[src/rtl/ovp_pkg.sv]
package ovp_pkg;

  // Value loaded into the blanking counter at a drive falling edge.
  // The falling edge itself is blanked, so n edges need a reload of n-1.
  function automatic int unsigned blank_reload(input int unsigned n_edges);
    return (n_edges > 0) ? n_edges - 1 : 0;
  endfunction

  // Saturating increment used by the persistence filter.
  function automatic int unsigned sat_inc(input int unsigned v, input int unsigned lim);
    return (v >= lim) ? lim : v + 1;
  endfunction

  // Event counter step, returns the next count (terminal count is lim-1).
  function automatic int unsigned evt_next(input int unsigned v, input int unsigned lim);
    return (v + 1 >= lim) ? lim - 1 : v + 1;
  endfunction

endpackage

[src/rtl/ovp_blank.sv]
module ovp_blank #(
  parameter int unsigned BLANK_CYC = 200
) (
  input  logic clk,
  input  logic por_n,
  input  logic drv,
  output logic drv_fall,
  output logic blank_act
);
  import ovp_pkg::*;

  localparam int unsigned BW = (BLANK_CYC < 2) ? 1 : $clog2(BLANK_CYC);
  localparam logic [BW-1:0] RELOAD = BW'(blank_reload(BLANK_CYC));

  logic          drv_q;
  logic [BW-1:0] blank_cnt;

  assign drv_fall  = drv_q & ~drv;
  assign blank_act = drv_fall | (blank_cnt != '0);

  always_ff @(posedge clk or negedge por_n) begin
    if (!por_n) begin
      drv_q     <= 1'b0;
      blank_cnt <= '0;
    end else begin
      drv_q <= drv;
      if (drv_fall)
        blank_cnt <= RELOAD;
      else if (blank_cnt != '0)
        blank_cnt <= blank_cnt - 1'b1;
    end
  end
endmodule

[src/rtl/ovp_persist.sv]
module ovp_persist #(
  parameter int unsigned FILT_CYC = 120
) (
  input  logic clk,
  input  logic por_n,
  input  logic qual_in,
  output logic valid_out
);
  import ovp_pkg::*;

  localparam int unsigned FW = $clog2(FILT_CYC + 1);
  localparam logic [FW-1:0] LIM = FW'(FILT_CYC);

  logic [FW-1:0] run_cnt;

  assign valid_out = (run_cnt == LIM);

  always_ff @(posedge clk or negedge por_n) begin
    if (!por_n)
      run_cnt <= '0;
    else if (!qual_in)
      run_cnt <= '0;
    else
      run_cnt <= FW'(sat_inc(int'(run_cnt), FILT_CYC));
  end
endmodule

[src/rtl/ovp_event_count.sv]
module ovp_event_count #(
  parameter int unsigned EVT_LIMIT = 4
) (
  input  logic clk,
  input  logic por_n,
  input  logic drv_fall,
  input  logic osc_pulse,
  input  logic evt_valid,
  output logic latched,
  output logic evt_take,
  output logic miss_clr
);
  import ovp_pkg::*;

  localparam int unsigned CW = (EVT_LIMIT < 2) ? 1 : $clog2(EVT_LIMIT);
  localparam logic [CW-1:0] TERM = CW'(EVT_LIMIT - 1);

  logic          armed;
  logic [CW-1:0] evt_cnt;

  assign evt_take = ~latched & armed & evt_valid;
  assign miss_clr = ~latched & armed & ~evt_valid & osc_pulse;

  always_ff @(posedge clk or negedge por_n) begin
    if (!por_n) begin
      armed   <= 1'b0;
      evt_cnt <= '0;
      latched <= 1'b0;
    end else if (!latched) begin
      if (evt_take) begin
        armed <= 1'b0;
        if (evt_cnt == TERM)
          latched <= 1'b1;
        else
          evt_cnt <= CW'(evt_next(int'(evt_cnt), EVT_LIMIT));
      end else begin
        if (miss_clr)
          evt_cnt <= '0;
        if (drv_fall)
          armed <= 1'b1;
      end
    end
  end
endmodule

[src/rtl/ovp_event_latch.sv]
module ovp_event_latch #(
  parameter int unsigned BLANK_CYC = 200,
  parameter int unsigned FILT_CYC  = 120,
  parameter int unsigned EVT_LIMIT = 4
) (
  input  logic clk,
  input  logic por_n,
  input  logic drv,
  input  logic osc_pulse,
  input  logic cmp_raw,
  output logic latch_off,
  output logic clamp_en
);
  logic drv_fall;
  logic blank_act;
  logic cmp_qual;
  logic evt_valid;
  logic evt_take;
  logic miss_clr;
  logic latched;

  ovp_blank #(.BLANK_CYC(BLANK_CYC)) u_blank (
    .clk(clk), .por_n(por_n), .drv(drv),
    .drv_fall(drv_fall), .blank_act(blank_act)
  );

  assign cmp_qual = cmp_raw & ~drv & ~blank_act;

  ovp_persist #(.FILT_CYC(FILT_CYC)) u_persist (
    .clk(clk), .por_n(por_n), .qual_in(cmp_qual), .valid_out(evt_valid)
  );

  ovp_event_count #(.EVT_LIMIT(EVT_LIMIT)) u_count (
    .clk(clk), .por_n(por_n), .drv_fall(drv_fall), .osc_pulse(osc_pulse),
    .evt_valid(evt_valid), .latched(latched), .evt_take(evt_take),
    .miss_clr(miss_clr)
  );

  assign latch_off = latched;
  assign clamp_en  = latched;
endmodule

[config.mk]
export PLATFORM = sky130hd
export DESIGN_NAME = ovp_event_latch
export DESIGN_NICKNAME = d
export VERILOG_FILES = /design/src/rtl/ovp_pkg.sv /design/src/rtl/ovp_blank.sv /design/src/rtl/ovp_persist.sv /design/src/rtl/ovp_event_count.sv /design/src/rtl/ovp_event_latch.sv
export SDC_FILE = /design/constraint.sdc
export NUM_CORES = 1
export LEC_CHECK = 0
export ABC_CLOCK_PERIOD_IN_PS = 4600
export BUFFER_PORTS_ARGS = -buffer_cell sky130_fd_sc_hd__clkbuf_2
export CORE_ASPECT_RATIO = 1.75
export CORE_MARGIN = 3
export CORE_UTILIZATION = 31
export CTS_BUF_LIST = sky130_fd_sc_hd__clkbuf_8
export CTS_CLUSTER_DIAMETER = 80
export CTS_CLUSTER_SIZE = 8
export DETAILED_ROUTE_END_ITERATION = 8
export PLACE_DENSITY = 0.54
export REMOVE_ABC_BUFFERS = 1
export SETUP_SLACK_MARGIN = 0.15
export SLEW_MARGIN = 20
export SYNTH_ARGS = -nofsm -noshare
export SYNTH_HDL_FRONTEND = slang
export SYNTH_SLANG_ARGS = --single-unit
[constraint.sdc]
create_clock -name clk -period 4.6 [get_ports clk]
set_clock_uncertainty 0.2 [all_clocks]
set_input_delay 0.23 -clock clk [delete_from_list [all_inputs] [get_ports clk]]
set_output_delay 0.23 -clock clk [all_outputs]
set_load 0.01 [all_outputs]
# After elaboration in Yosys (flattened, before gate mapping)
# Index checks and enable logic that the tools add are counted.
# op_classes
add_sub_neg	3
n_lt_le_gt_ge	2
n_eq_ne	3
n_mux	13
n_bitwise	12
reduce_logical	6
# op_table
operator	n
$mux 8	2
$mux 7	2
$mux 2	4
$reduce_bool 8->1	1
$sub 8x1->8 const B	1
$add 7x1->7 const B	1
$and 1x1->1	7
$eq 7x7->1 const B	1
$ge 7x7->1 const B	1
$reduce_bool 2->1	3
$mux 1	5
$not 1->1	4
$add 2x1->3 const B	1
$ge 3x3->1 const B	1
$reduce_and 3->1	1
$eq 2x2->1 const B	1
$ne 2x2->1 const B	1
$reduce_and 2->1	1
$or 1x1->1	1
# word_totals
ff_bits	20
input_bits	5
out_inout_bits	2
word_cells	45

# Longest topological paths before layout
# logic_depth
depth_word	6
depth_mapped	5
ltp_nobuf	5

# Hierarchy
# From an unflattened synthesis, not the netlist that was laid out.
# unflattened
hier_cells	107
area_unflattened_um2	1059.8
# by_module_without_submodules
mod	n_inst	cells_per_inst	area_per_inst_um2	seq_area_each_um2
ovp_blank	1	52	496.7	225.2
ovp_persist	1	33	347.8	175.2
ovp_event_count	1	20	195.2	100.1
ovp_event_latch	1	2	20.0	0.0

# Least setup slack after synthesis
# Ideal clock, no wire load.
# synth_timing
kind	reg-to-reg
start	register u_blank.blank_cnt[0]
end	register u_blank.blank_cnt[6]
setup_time_ns	0.069
t_arrival_ns	1.651
t_required_ns	4.331
path_slack_ns	2.680
path_stages_with_launch	6
n_path_buf	0
synth_period_minus_slack_ns	1.920
cell_sequence	dfrtp_1 > inv_1 > ha_1 > or4b_4 > or4b_1 > nand3_1
# synth_via
elab_chain_cells	3
elab_cells_between_ends	5
classes_between	add/sub (1); mux (2); reduce/logical (2)
# synth_rtl
element	line	text
start, declared	ovp_blank.sv:16	logic [BW-1:0] blank_cnt;
start signal, assigned	ovp_blank.sv:30	blank_cnt <= blank_cnt - 1'b1;
$sub 8x1->8	ovp_blank.sv:30	
$mux 8	ovp_blank.sv:29	else if (blank_cnt != '0)
$mux 8	ovp_blank.sv:27	if (drv_fall)
# Several ways; a longest one is shown, not always the timed one. The select of a mux whose other input is x is not followed.
# A chain may end at the register's enable or synchronous reset.

# Final worst setup path
# Same ends and word-level chain as after synthesis.

==> impl_metrics.toml <==
[floorplanning]
die-area_mm2 = 0.00407
io_pins = 7
die_y_um = 82.2
die_w_um = 49.5
core_mm2 = 0.00318
start_util_pct = 32.3
rows = 27

[logic_synthesis]
synth_edf_count = 0
yosysUniqueCellTypes = 33
synth_top_area_cell = "dfrtp_1"
synth_area_leaders = "dfrtp_1, nand3_1, ha_1"
syn_area_mm2 = 0.00103
synth.top_cell.area_share_pct = 48.7
ys_ff_latch = 20
synthCells = 103
async_reset_ff_share_pct = 100
synth_warnings = 0
syn_avg_cell_area_um2 = 9.97
ys.flop_type = "dfrtp_1"
ys_seq_area_share_pct = 48.7

[grt]
grt-ovfl-total = 0
grt_start_max_net_pins = 21
antenna_found_initial = 0
grt_use_total_pct = 11.0
grt_pass1_wl_um = 3390
grt_pass1_vias = 799

[placed_design]
hpwl_um = 1480
gp_congestion = 0.823
port_buffers = 6
dp_cells = 151

[power_and_ir_drop]
leakage_uw = 0.000475
powerDensity_mw_per_mm2 = 361
vdd_ir_drop_max_v = 0.000254

[layout]
n_antenna_cell = 0
syn_to_final_growth_pct = 14.7
final_cells = 157
multi_input_area_um2 = 493
ff_latch_area_um2 = 500
final_common_cell = "dfrtp_1"
fillers = 341
final_layout_size_suffix_gt1_share_pct = 14.0
final_cell_mix = "dfrtp_1, nand3_1, inv_1, a21oi_1, clkbuf_2"
final_nets = 123
finish.utilization_pct = 37.1

[routing]
first_pass_iters = 4
route.detailed.drc = 0
routed_via_density = 5.12
ant_nets = 0
dr_total_vias = 804
wl_per_cell_um = 12.4
wl_um = 1950
first_iter_violations = 13

[timing]
min_period_ns = 2.03
timing.slew.headroom_pct = 56.4
slew_viol_final = 0
period_share_pct = 44.1
finalSetupTns_ns = 0
hold_viol = 0
rsz0062_at_grt = "false"
fmax_ghz = 0.493
worst_slew_pin_slew_ns = 0.649
timing.hold.ws_ns = 0.0577
setup_violations = 0

[clock_tree]
clock_path_buffers = 2
path_clk_slew_ns = 0.07
clock_sinks = 20
cts_buffers = 3
post_cts_resized = 0
insertion_delay_ns = 0.25
h-tree-depth = 1
cts_tree = "built"
cts_root_buffer = "clkbuf_8"

[hold_path]
hp-class = "in2reg"

[setup_path]
critical_path_arrival_ns = 2.02
end_kind = "register"
startpoint_type = "register"
required_ns = 4.59
critPathMaxFanout = 6
r2r_slack_ns = 2.57
crit_type = "reg2reg"

[flow_run]
max_cap_violations = 0

[run_status]
status = "finished, final reports clean"
==> kinds of logic after synthesis <==
| family | after synthesis | share of synthesized area, % |
|---|---|---|
| simple gates | 47 | 28.4 |
| compound gates | 23 | 14.3 |
| flops | 20 | 48.7 |
| buf+inv | 8 | 3.29 |
| fa+ha+maj | 3 | 3.65 |
| xor+xnor | 2 | 1.71 |
==> cell usage after synthesis (all sizes together), types with 2 or more instances <==
library cell and count:
dfrtp 20, nand3 9, a21oi 7, inv 7
o21ai 5, nand2 4, nor2 4, nor2b 4
or4 4, ha 3, nand2b 3, nor3 3
o31ai 3, or3 3, and3 2, nand4 2
nor3b 2, nor4b 2, o211ai 2, or2 2
or4b 2
==> registers in the layout, summed over array words and instances (netlist names) <==
| name | cells |
|---|---|
| u_blank.blank_cnt | 8 |
| u_blank.drv_q | 1 |
| u_count.armed | 1 |
| u_count.evt_cnt | 2 |
| u_count.latched | 1 |
| u_persist.run_cnt | 7 |
==> per-stage QoR <==
step / total power, µW / area (µm²) / worst slack [ns]
3_3_place_gp: 295 / 1100 / 2.63
3_5_place_dp: 297 / 1100 / 2.58
5_1_grt: 455 / 1180 / 2.38
4_1_cts: 433 / 1180 / 2.57
2_1_floorplan: 273 / 1020 / 2.68
6_report: 426 / 1180 / 2.57
==> path summary, 6_finish.rpt <==
path,to,cells after the start,startpoint
worst max-delay path,u_blank.blank_cnt[6],5,u_blank.blank_cnt[0]
worst min-delay path,u_count.evt_cnt[1],3,osc_pulse
worst max register to register,u_blank.blank_cnt[6],5,u_blank.blank_cnt[0]
worst min register to register,u_persist.run_cnt[0],1,u_persist.run_cnt[0]
max in group asynchronous,u_count.armed,2,por_n
min in group asynchronous,u_blank.blank_cnt[1],2,por_n
==> worst max-delay path, cell delays in order (launching register included) <==
cell and delay, ns:
dfrtp_1 0.39, inv_1 0.08, ha_1 0.23, or4b_4 0.50, or4b_1 0.47, nand3_1 0.09
==> cell type report <==
type	instances	share of cell area (%)
Clock buffer	4	4.67
Inverter	7	2.23
Timing Repair Buffer	8	4.25
Multi-Input combinational cell	75	41.8
Tap cell	43	4.56
Sequential cell	20	42.5
==> timing repair <==
item | CTS | global route
buffers inserted | 0 | 0
endpoints found under the hold margin | 21 | 0
hold buffers | 2 | 0
==> power by group <==
part,internal [µW],leakage (µW),switching (µW)
Sequential,197,0.000252,31.2
Clock,76.1,0.0000288,55.2
Combinational,32.7,0.000195,33.1
Total,306,0.000475,119
==> layer usage <==
| metal | share of wire (%) | GRT usage [%] | vias up |
|---|---|---|---|
| met5 | 0 | 0 | - |
| met4 | 1.2 | 6.37 | 0 |
| met3 | 2.9 | 1.80 | 2 |
| met2 | 53 | 21.1 | 13 |
| met1 | 43 | 11.1 | 388 |
| li1 | - | - | 401 |
Note: power is estimated with default switching activity, not from simulation.
